--- config.mk ---
export PLATFORM = sky130hd
export DESIGN_NAME = rx_addr_filter
export DESIGN_NICKNAME = d
export VERILOG_FILES = /design/src/rtl/raf_pkg.sv /design/src/rtl/raf_cfg_regs.sv /design/src/rtl/raf_exact.sv /design/src/rtl/raf_hash.sv /design/src/rtl/rx_addr_filter.sv
export SDC_FILE = /design/constraint.sdc
export NUM_CORES = 1
export LEC_CHECK = 0
export ABC_AREA = 1
export BUFFER_PORTS_ARGS = -buffer_cell sky130_fd_sc_hd__buf_4
export CELL_PAD_IN_SITES_DETAIL_PLACEMENT = 2
export CELL_PAD_IN_SITES_GLOBAL_PLACEMENT = 2
export CORE_UTILIZATION = 35
export CTS_CLUSTER_SIZE = 28
export DETAILED_ROUTE_END_ITERATION = 8
export PLACE_DENSITY = 0.79
export SYNTH_ARGS = -nofsm -noshare
export SYNTH_HDL_FRONTEND = slang
export SYNTH_SLANG_ARGS = --single-unit
export TNS_END_PERCENT = 10
--- constraint.sdc ---
create_clock -name clk -period 1.7 [get_ports clk]
set_clock_uncertainty 0.15 [all_clocks]
set_input_delay 0.085 -clock clk [delete_from_list [all_inputs] [get_ports clk]]
set_output_delay 0.085 -clock clk [all_outputs]
set_load 0.03 [all_outputs]
--- src/rtl/raf_pkg.sv ---
package raf_pkg;
  localparam int MAC_W  = 48;
  localparam int HIDX_W = 6;
  localparam int HTAB_W = 1 << HIDX_W;
  localparam int WORD_W = 32;

  typedef logic [MAC_W-1:0]  mac_t;
  typedef logic [HIDX_W-1:0] hidx_t;

  typedef struct packed {
    logic bcast_off;
    logic promisc;
  } mode_t;
endpackage

--- src/rtl/raf_cfg_regs.sv ---
module raf_cfg_regs
  import raf_pkg::*;
#(
  parameter int NUM_SLOTS = 8,
  parameter int CFG_AW    = 5
) (
  input  logic                clk,
  input  logic                rst_n,
  input  logic                cfg_we,
  input  logic [CFG_AW-1:0]   cfg_addr,
  input  logic [WORD_W-1:0]   cfg_wdata,
  output mac_t                slot_q [NUM_SLOTS],
  output logic [HTAB_W-1:0]   htab_q,
  output mode_t               mode_q,
  output logic                exact_en_q
);
  localparam logic [CFG_AW-1:0] A_SLOT_END = CFG_AW'(2 * NUM_SLOTS);
  localparam logic [CFG_AW-1:0] A_HASH_LO  = CFG_AW'(2 * NUM_SLOTS);
  localparam logic [CFG_AW-1:0] A_HASH_HI  = CFG_AW'(2 * NUM_SLOTS + 1);
  localparam logic [CFG_AW-1:0] A_MODE     = CFG_AW'(2 * NUM_SLOTS + 2);

  logic slot_wr;
  assign slot_wr = cfg_we && (cfg_addr < A_SLOT_END);

  for (genvar k = 0; k < NUM_SLOTS; k++) begin : g_slot
    localparam logic [CFG_AW-1:0] A_LO = CFG_AW'(2 * k);
    localparam logic [CFG_AW-1:0] A_HI = CFG_AW'(2 * k + 1);
    always_ff @(posedge clk or negedge rst_n) begin
      if (!rst_n) begin
        slot_q[k] <= '0;
      end else if (cfg_we) begin
        if (cfg_addr == A_LO) slot_q[k][31:0]  <= cfg_wdata;
        if (cfg_addr == A_HI) slot_q[k][47:32] <= cfg_wdata[15:0];
      end
    end
  end

  always_ff @(posedge clk or negedge rst_n) begin
    if (!rst_n) begin
      htab_q     <= '0;
      mode_q     <= '0;
      exact_en_q <= 1'b0;
    end else begin
      if (slot_wr) exact_en_q <= cfg_addr[0];
      if (cfg_we && cfg_addr == A_HASH_LO) htab_q[31:0]  <= cfg_wdata;
      if (cfg_we && cfg_addr == A_HASH_HI) htab_q[63:32] <= cfg_wdata;
      if (cfg_we && cfg_addr == A_MODE)    mode_q        <= mode_t'(cfg_wdata[1:0]);
    end
  end
endmodule

--- src/rtl/raf_exact.sv ---
module raf_exact
  import raf_pkg::*;
#(
  parameter int NUM_SLOTS = 8
) (
  input  mac_t da,
  input  mac_t slot_q [NUM_SLOTS],
  input  logic exact_en,
  output logic hit
);
  logic [NUM_SLOTS-1:0] eq;
  for (genvar k = 0; k < NUM_SLOTS; k++) begin : g_cmp
    assign eq[k] = (da == slot_q[k]);
  end
  assign hit = exact_en && (|eq);
endmodule

--- src/rtl/raf_hash.sv ---
module raf_hash
  import raf_pkg::*;
(
  input  mac_t  da,
  output hidx_t idx
);
  always_comb begin
    idx = '0;
    for (int n = 0; n < MAC_W; n++) begin
      idx[n % HIDX_W] = idx[n % HIDX_W] ^ da[n];
    end
  end
endmodule

--- src/rtl/rx_addr_filter.sv ---
module rx_addr_filter
  import raf_pkg::*;
#(
  parameter  int NUM_SLOTS = 8,
  localparam int CFG_AW    = $clog2(2 * NUM_SLOTS + 3)
) (
  input  logic              clk,
  input  logic              rst_n,
  input  logic              cfg_we,
  input  logic [CFG_AW-1:0] cfg_addr,
  input  logic [31:0]       cfg_wdata,
  input  logic              da_valid,
  input  logic [47:0]       da_addr,
  output logic              dec_valid,
  output logic              dec_accept
);
  mac_t              slot_q [NUM_SLOTS];
  logic [HTAB_W-1:0] htab_q;
  mode_t             mode_q;
  logic              exact_en;
  logic              hit_c;
  hidx_t             hidx_c;

  raf_cfg_regs #(.NUM_SLOTS(NUM_SLOTS), .CFG_AW(CFG_AW)) u_regs (
    .clk(clk), .rst_n(rst_n), .cfg_we(cfg_we), .cfg_addr(cfg_addr),
    .cfg_wdata(cfg_wdata), .slot_q(slot_q), .htab_q(htab_q),
    .mode_q(mode_q), .exact_en_q(exact_en)
  );

  raf_exact #(.NUM_SLOTS(NUM_SLOTS)) u_exact (
    .da(da_addr), .slot_q(slot_q), .exact_en(exact_en), .hit(hit_c)
  );

  raf_hash u_hash (.da(da_addr), .idx(hidx_c));

  // stage 1: match results and address class
  logic  s1_valid, s1_hit, s1_group, s1_bcast;
  hidx_t s1_hidx;

  always_ff @(posedge clk or negedge rst_n) begin
    if (!rst_n) begin
      s1_valid <= 1'b0;
      s1_hit   <= 1'b0;
      s1_group <= 1'b0;
      s1_bcast <= 1'b0;
      s1_hidx  <= '0;
    end else begin
      s1_valid <= da_valid;
      s1_hit   <= hit_c;
      s1_group <= da_addr[0];
      s1_bcast <= &da_addr;
      s1_hidx  <= hidx_c;
    end
  end

  // stage 2: combine with hash table and modes
  logic promisc, bcast_off, accept_c;
  assign promisc   = mode_q.promisc;
  assign bcast_off = mode_q.bcast_off;
  assign accept_c  = promisc ||
                     (!(s1_bcast && bcast_off) &&
                      (s1_hit || (s1_group && htab_q[s1_hidx])));

  always_ff @(posedge clk or negedge rst_n) begin
    if (!rst_n) begin
      dec_valid  <= 1'b0;
      dec_accept <= 1'b0;
    end else begin
      dec_valid  <= s1_valid;
      dec_accept <= s1_valid && accept_c;
    end
  end
endmodule

Word-level counts from Yosys, hierarchy flattened:

Cells that the tools add are included.

* logic and storage cells: 131
* input port bits: 89
* flip-flop bits (word level): 463

* bitwise logic cells: 42
* order comparisons: 2
* eq/ne operators: 26
* reduce and logical (&&, ||, !) cells: 31
* muxes and demuxes: 2

Operators with widths (count)
* $eq A48 B48 Y1: 8
* $reduce_and A48 Y1: 1
* $xor A1 B1 Y1: 42
* $eq A5 B4 Y1 const B: 8
* $reduce_and A2 Y1: 16
* $eq A5 B3 Y1 const B: 4
* $eq A5 B5 Y1 const B: 3
* $eq A5 B2 Y1 const B: 2
* $logic_and A1 B1 Y1: 9
* $reduce_or A8 Y1: 1
* $lt A6 B7 Y1 const B: 1
* $bmux W1 S6: 1
* $eq A5 B1 Y1 const B: 1
* $logic_not A5 Y1: 1
* $lt A5 B5 Y1 const B: 1
* $logic_or A1 B1 Y1: 2
* $logic_not A1 Y1: 1
* $mux W1: 1

Logic depth before layout (Yosys ltp):

* depth after elaboration: 7
* gate-level depth with buffers: 15
* depth with buffers taken out: 13

By module:

Synthesis repeated with hierarchy kept, for this count alone.

* cell total of the unflattened synthesis: 3344
* area, all modules: 25914.9 um^2

By module, submodules not included
* raf_cfg_regs: cells each 2032, area each 18262.5 um^2, times used 1
* raf_exact: cells each 957, area each 5734.2 um^2, times used 1
* rx_addr_filter: cells each 187, area each 1129.8 um^2, times used 1
* raf_hash: cells each 168, area each 788.3 um^2, times used 1

Worst setup path after synthesis:

Ideal clock, no wire load.

* kind: reg2reg
* start: reg s1_hidx[1]
* end: reg dec_accept
* slack: 78 ps
* required time: 1430 ps
* arrival: 1352 ps
* stages on the path, launching flop included: 15
* cells stage by stage: dfrtp_1 -> buf_4 -> inv_2 -> buf_2 -> nand3_1 -> nand3_1 -> nand2_1 -> nand2_1 -> nand3_1 -> nand3_1 -> nand2_1 -> nand2_1 -> nand2_1 -> nand2_1 -> a21oi_1

* longest elaborated chain between the ends: 7

RTL lines
* from (decl): RTL line rx_addr_filter.sv:38 `hidx_t s1_hidx;`
* from (signal assigned): RTL line rx_addr_filter.sv:52 `s1_hidx <= hidx_c;`
* $bmux W1 S6: RTL line rx_addr_filter.sv:62 `(s1_hit || (s1_group && htab_q[s1_hidx])));`
* $mux W1 (not written as such): RTL line rx_addr_filter.sv:62
* $logic_and A1 B1 Y1: RTL line rx_addr_filter.sv:62
* $logic_or A1 B1 Y1: RTL line rx_addr_filter.sv:62
* $logic_and A1 B1 Y1: RTL line rx_addr_filter.sv:61 `(!(s1_bcast && bcast_off) &&`
* $logic_or A1 B1 Y1: RTL line rx_addr_filter.sv:60 `assign accept_c = promisc ||`
* $logic_and A1 B1 Y1: RTL line rx_addr_filter.sv:70 `dec_accept <= s1_valid && accept_c;`
* to (signal assigned): RTL line rx_addr_filter.sv:70
* to (decl): RTL line rx_addr_filter.sv:15 `output logic dec_accept`

No other way between the ends. The select of a mux whose other input is x is not followed.
A chain may end at the register's enable or synchronous reset.

Worst setup path in the final report:

* start: reg u_regs.slot_q[321] in the netlist's numbering
* end: reg s1_hit

* longest elaborated chain between the ends: 3

RTL lines
* from (decl): RTL line raf_cfg_regs.sv:12 `output mac_t slot_q [NUM_SLOTS],`
* from (signal, indexed assignment): RTL line raf_cfg_regs.sv:32 `if (cfg_addr == A_LO) slot_q[k][31:0] <= cfg_wdata;`
* from (signal, indexed assignment): RTL line raf_cfg_regs.sv:33 `if (cfg_addr == A_HI) slot_q[k][47:32] <= cfg_wdata[15:0];`
* $eq A48 B48 Y1: RTL line raf_exact.sv:13 `assign eq[k] = (da == slot_q[k]);`
* $reduce_or A8 Y1: RTL line raf_exact.sv:15 `assign hit = exact_en && (|eq);`
* $logic_and A1 B1 Y1: RTL line raf_exact.sv:15
* net hit_c: RTL line rx_addr_filter.sv:21 `logic hit_c;`
* to (signal assigned): RTL line rx_addr_filter.sv:49 `s1_hit <= hit_c;`
* to (decl): RTL line rx_addr_filter.sv:37 `logic s1_valid, s1_hit, s1_group, s1_bcast;`

The timed path passes the listed nets, and every way through them passes these cells.

==> impl_metrics.ini <==
[outcome]
outcome = finished, violations left
violations = setup timing

[timing]
setup-violations-final = 77
finalCriticalPeriod_ns = 2.16
fmax_ghz = 0.463
slew_violations = 0
rsz0062_at_grt = true
max-slew-margin-rel = 0.491
finalCritPeriodShare = 1.27
worst_slew_pin_slew_ns = 0.760
hold_violations = 0
setup_ws_ns = -0.458

[route]
wl_um = 103000
ant_nets = 0
via_count = 20700
drt_first_pass_iters = 5
drc = 0
first_iter_violations = 1242
drt-wirelength-per-cell_um = 27.4
viasPerCell = 5.53

[setup_path]
crit_start = u_regs.slot_q[321]
crit_type = reg -> reg
start_kind = flop
worstSetupEndpointType = flop
crit_required_ns = 2.11
r2r-start = u_regs.slot_q[321]
cp.arrival_ns = 2.57
reg2reg_depth = 10
crit_path_max_fanout = 2

[yosys]
synthAdderAreaFrac = 0
yosys.area.top_type_share = 0.503
syn_area_sq_mm = 0.0230
syn-num-nets = 2686
yosysSeqAreaShare = 0.503
ys_types = 32
syn_inst = 2597
synth_largest_area_cell = dfrtp_1
synth_mux_area_frac = 0
avgSynthCellArea_sq_um = 8.87
ys.warnings.count = 0
synth_xor_area_frac = 0.126
yosys.area_share.simple = 0.205
synth_area_leaders = dfrtp_1 (50%), nand2_1 (12%), o21ai_0 (7.1%), xnor2_1 (6.6%), xor2_1 (6.0%)
synth_seq_cells = 463
synth_compound_area_frac = 0.109
synth_top_family_by_area = simple AND/OR/NAND/NOR gates

[die]
rows = 93
dieWidth_um = 259
die_height_um = 259
fp.coreArea_sq_mm = 0.0647
start_util = 0.356
die-area_sq_mm = 0.0669
ioPinCount = 91

[power_and_ir_drop]
pwr_density_cell_mw_per_mm2 = 1220
irDropWorstVdd_v = 0.000672
p_leak_nw = 13.2

[hold_path]
hold_depth = 5
hp-start = da_addr[8]
hold_path.class = in -> reg

[placement]
dp.cells = 3596
place_congestion = 0.866
dp_hpwl_um = 61600
dp_slack_ns = -0.535
io_buffer_count = 90

[clocking]
clkLatencyLatePin_ns = 0.64
h-tree-depth = 2
cts_sinks = 463
clk_pin_slew_ns = 0.06
cts_buffer_depth = 3
cts_made_buffers = 54
cts_root_buf = clkbuf_16
cts_tree = done

[global_route]
grt_overflow = 0
grt_pass1_vias = 23900
grt_max_degree = 66
antenna_found_initial = 8
grt_use_total = 0.300
grt_first_pass_wirelength_um = 151000

[final_layout]
layout.cells.non_filler = 3746
drive_gt1_frac = 0.213
area_growth_pct = 24.0
fin_util = 0.441
nets = 2941

[flow_run]
max_cap_viol_count = 0
==> final timing paths <==
check	end	slack, ns
max	s1_hit	-0.46
min	s1_bcast	0.03
max reg2reg	s1_hit	-0.46
min reg2reg	dec_valid	0.26
max in group asynchronous	u_regs.slot_q[6]	0.95
min in group asynchronous	u_regs.slot_q[264]	0.05
==> cell usage after synthesis <==
cell and n:
a21oi_1 3, and3_1 2, buf_2 44, buf_4 34
buf_6 27, clkbuf_1 51, clkbuf_2 6, dfrtp_1 463
inv_1 77, inv_2 9, nand2_1 714, nand2_2 4
nand2_4 4, nand3_1 116, nand3_2 1, nand4_1 38
nand4_2 1, nor2_1 57, nor2_2 2, nor3_1 65
nor3_4 2, nor4_1 4, o2111ai_1 1, o211ai_1 1
o21ai_0 327, o21ai_1 82, o21ai_2 47, o22ai_1 3
or2_1 4, or2_2 77, xnor2_1 174, xor2_1 157
==> layout by cell type (no fill, tap or decap), types with 17 or more instances in the layout <==
master / instances
nor3_1: 44
buf_12: 41
nand2_2: 17
o21ai_1: 83
o21ai_2: 48
clkbuf_16: 54
xor2_1: 157
nand2_1: 697
buf_4: 266
or2_2: 76
nor3_2: 19
xnor2_1: 168
dlygate4sd3_1: 51
nand3_2: 21
nand4_1: 38
dfrtp_1: 462
nand3_1: 96
nor2_1: 45
o21ai_0: 325
inv_1: 77
==> state kept, by name, indices dropped and copies added, names as in the netlist <==
signal             count
dec_accept             1
u_regs.mode_q          2
s1_hit                 1
s1_valid               1
s1_bcast               1
u_regs.htab_q         64
u_regs.exact_en_q      1
s1_hidx                6
s1_group               1
u_regs.slot_q        384
dec_valid              1
==> through the flow <==
stage	hold slack [ns]	setup TNS, ns	cell area, sq um	total power [mW]
after floorplan	-0.361	0	23000	19.1
after global placement	-0.128	-0.853	25900	21.5
after detailed placement	-0.126	-1.15	25900	22.3
after CTS	0.00609	-0.465	28300	34.5
after global routing	0.0503	-4.86	28600	36.4
final	0.0322	-4.18	28600	35.0
==> logic make-up (layout without fill, tap and decap cells) <==
| family | after synthesis | after routing |
|---|---|---|
| flip-flops | 463 | 463 |
| XOR/XNOR | 331 | 331 |
| other | 0 | 1 |
| AND/OR/NAND/NOR | 1091 | 1091 |
| buffers and inverters | 248 | 541 |
| AO/OA/AOI/OAI | 464 | 464 |
==> worst max-delay path, stage by stage (launching register included) <==
cell and delay, ns:
dfrtp_1 0.42, xnor2_1 0.31, nand2_1 0.13, nor3_2 0.18
buf_4 0.16, nand2_1 0.08, nor2_2 0.23, nand3_1 0.13
nand2_2 0.10, nor2_2 0.05, a21oi_2 0.13
==> what timing repair did <==
action / 4_1_cts / 5_1_grt
hold buffers: 52 / 0
gates resized for setup: 34 / 68
cloned: 2 / 0
pin swaps: 6 / 27
endpoints found under the setup margin: 2 / 136
buffers inserted: 1 / 2
endpoints found under the hold margin: 909 / 0
==> metal layers <==
metal | share of wire | up-vias | GRT usage
met2 | 0.51 | 649 | 0.530
met3 | 0.051 | 306 | 0.0519
met1 | 0.38 | 10900 | 0.340
met5 | 0.00013 | - | 0
met4 | 0.058 | 2 | 0.176
li1 | - | 8905 | -
==> area by class of cell <==
cell class,instances,area (sq um)
diodes,1,2.50
clock buffers,85,1620
clock inverters,9,63.8
fillers,6896,36100
inverters,86,328
multi-input cells,1886,10500
flip-flops and latches,463,11600
well taps,855,1070
repair buffers,361,3370
==> where the power goes <==
part / total [mW] / internal, mW / switching (mW) / leakage (nW)
registers: 14.9 / 13.1 / 1.79 / 5.99
clock network: 11.6 / 6.48 / 5.09 / 0.832
logic: 8.51 / 3.48 / 5.03 / 6.36
Power figures use the tool's default switching activity.
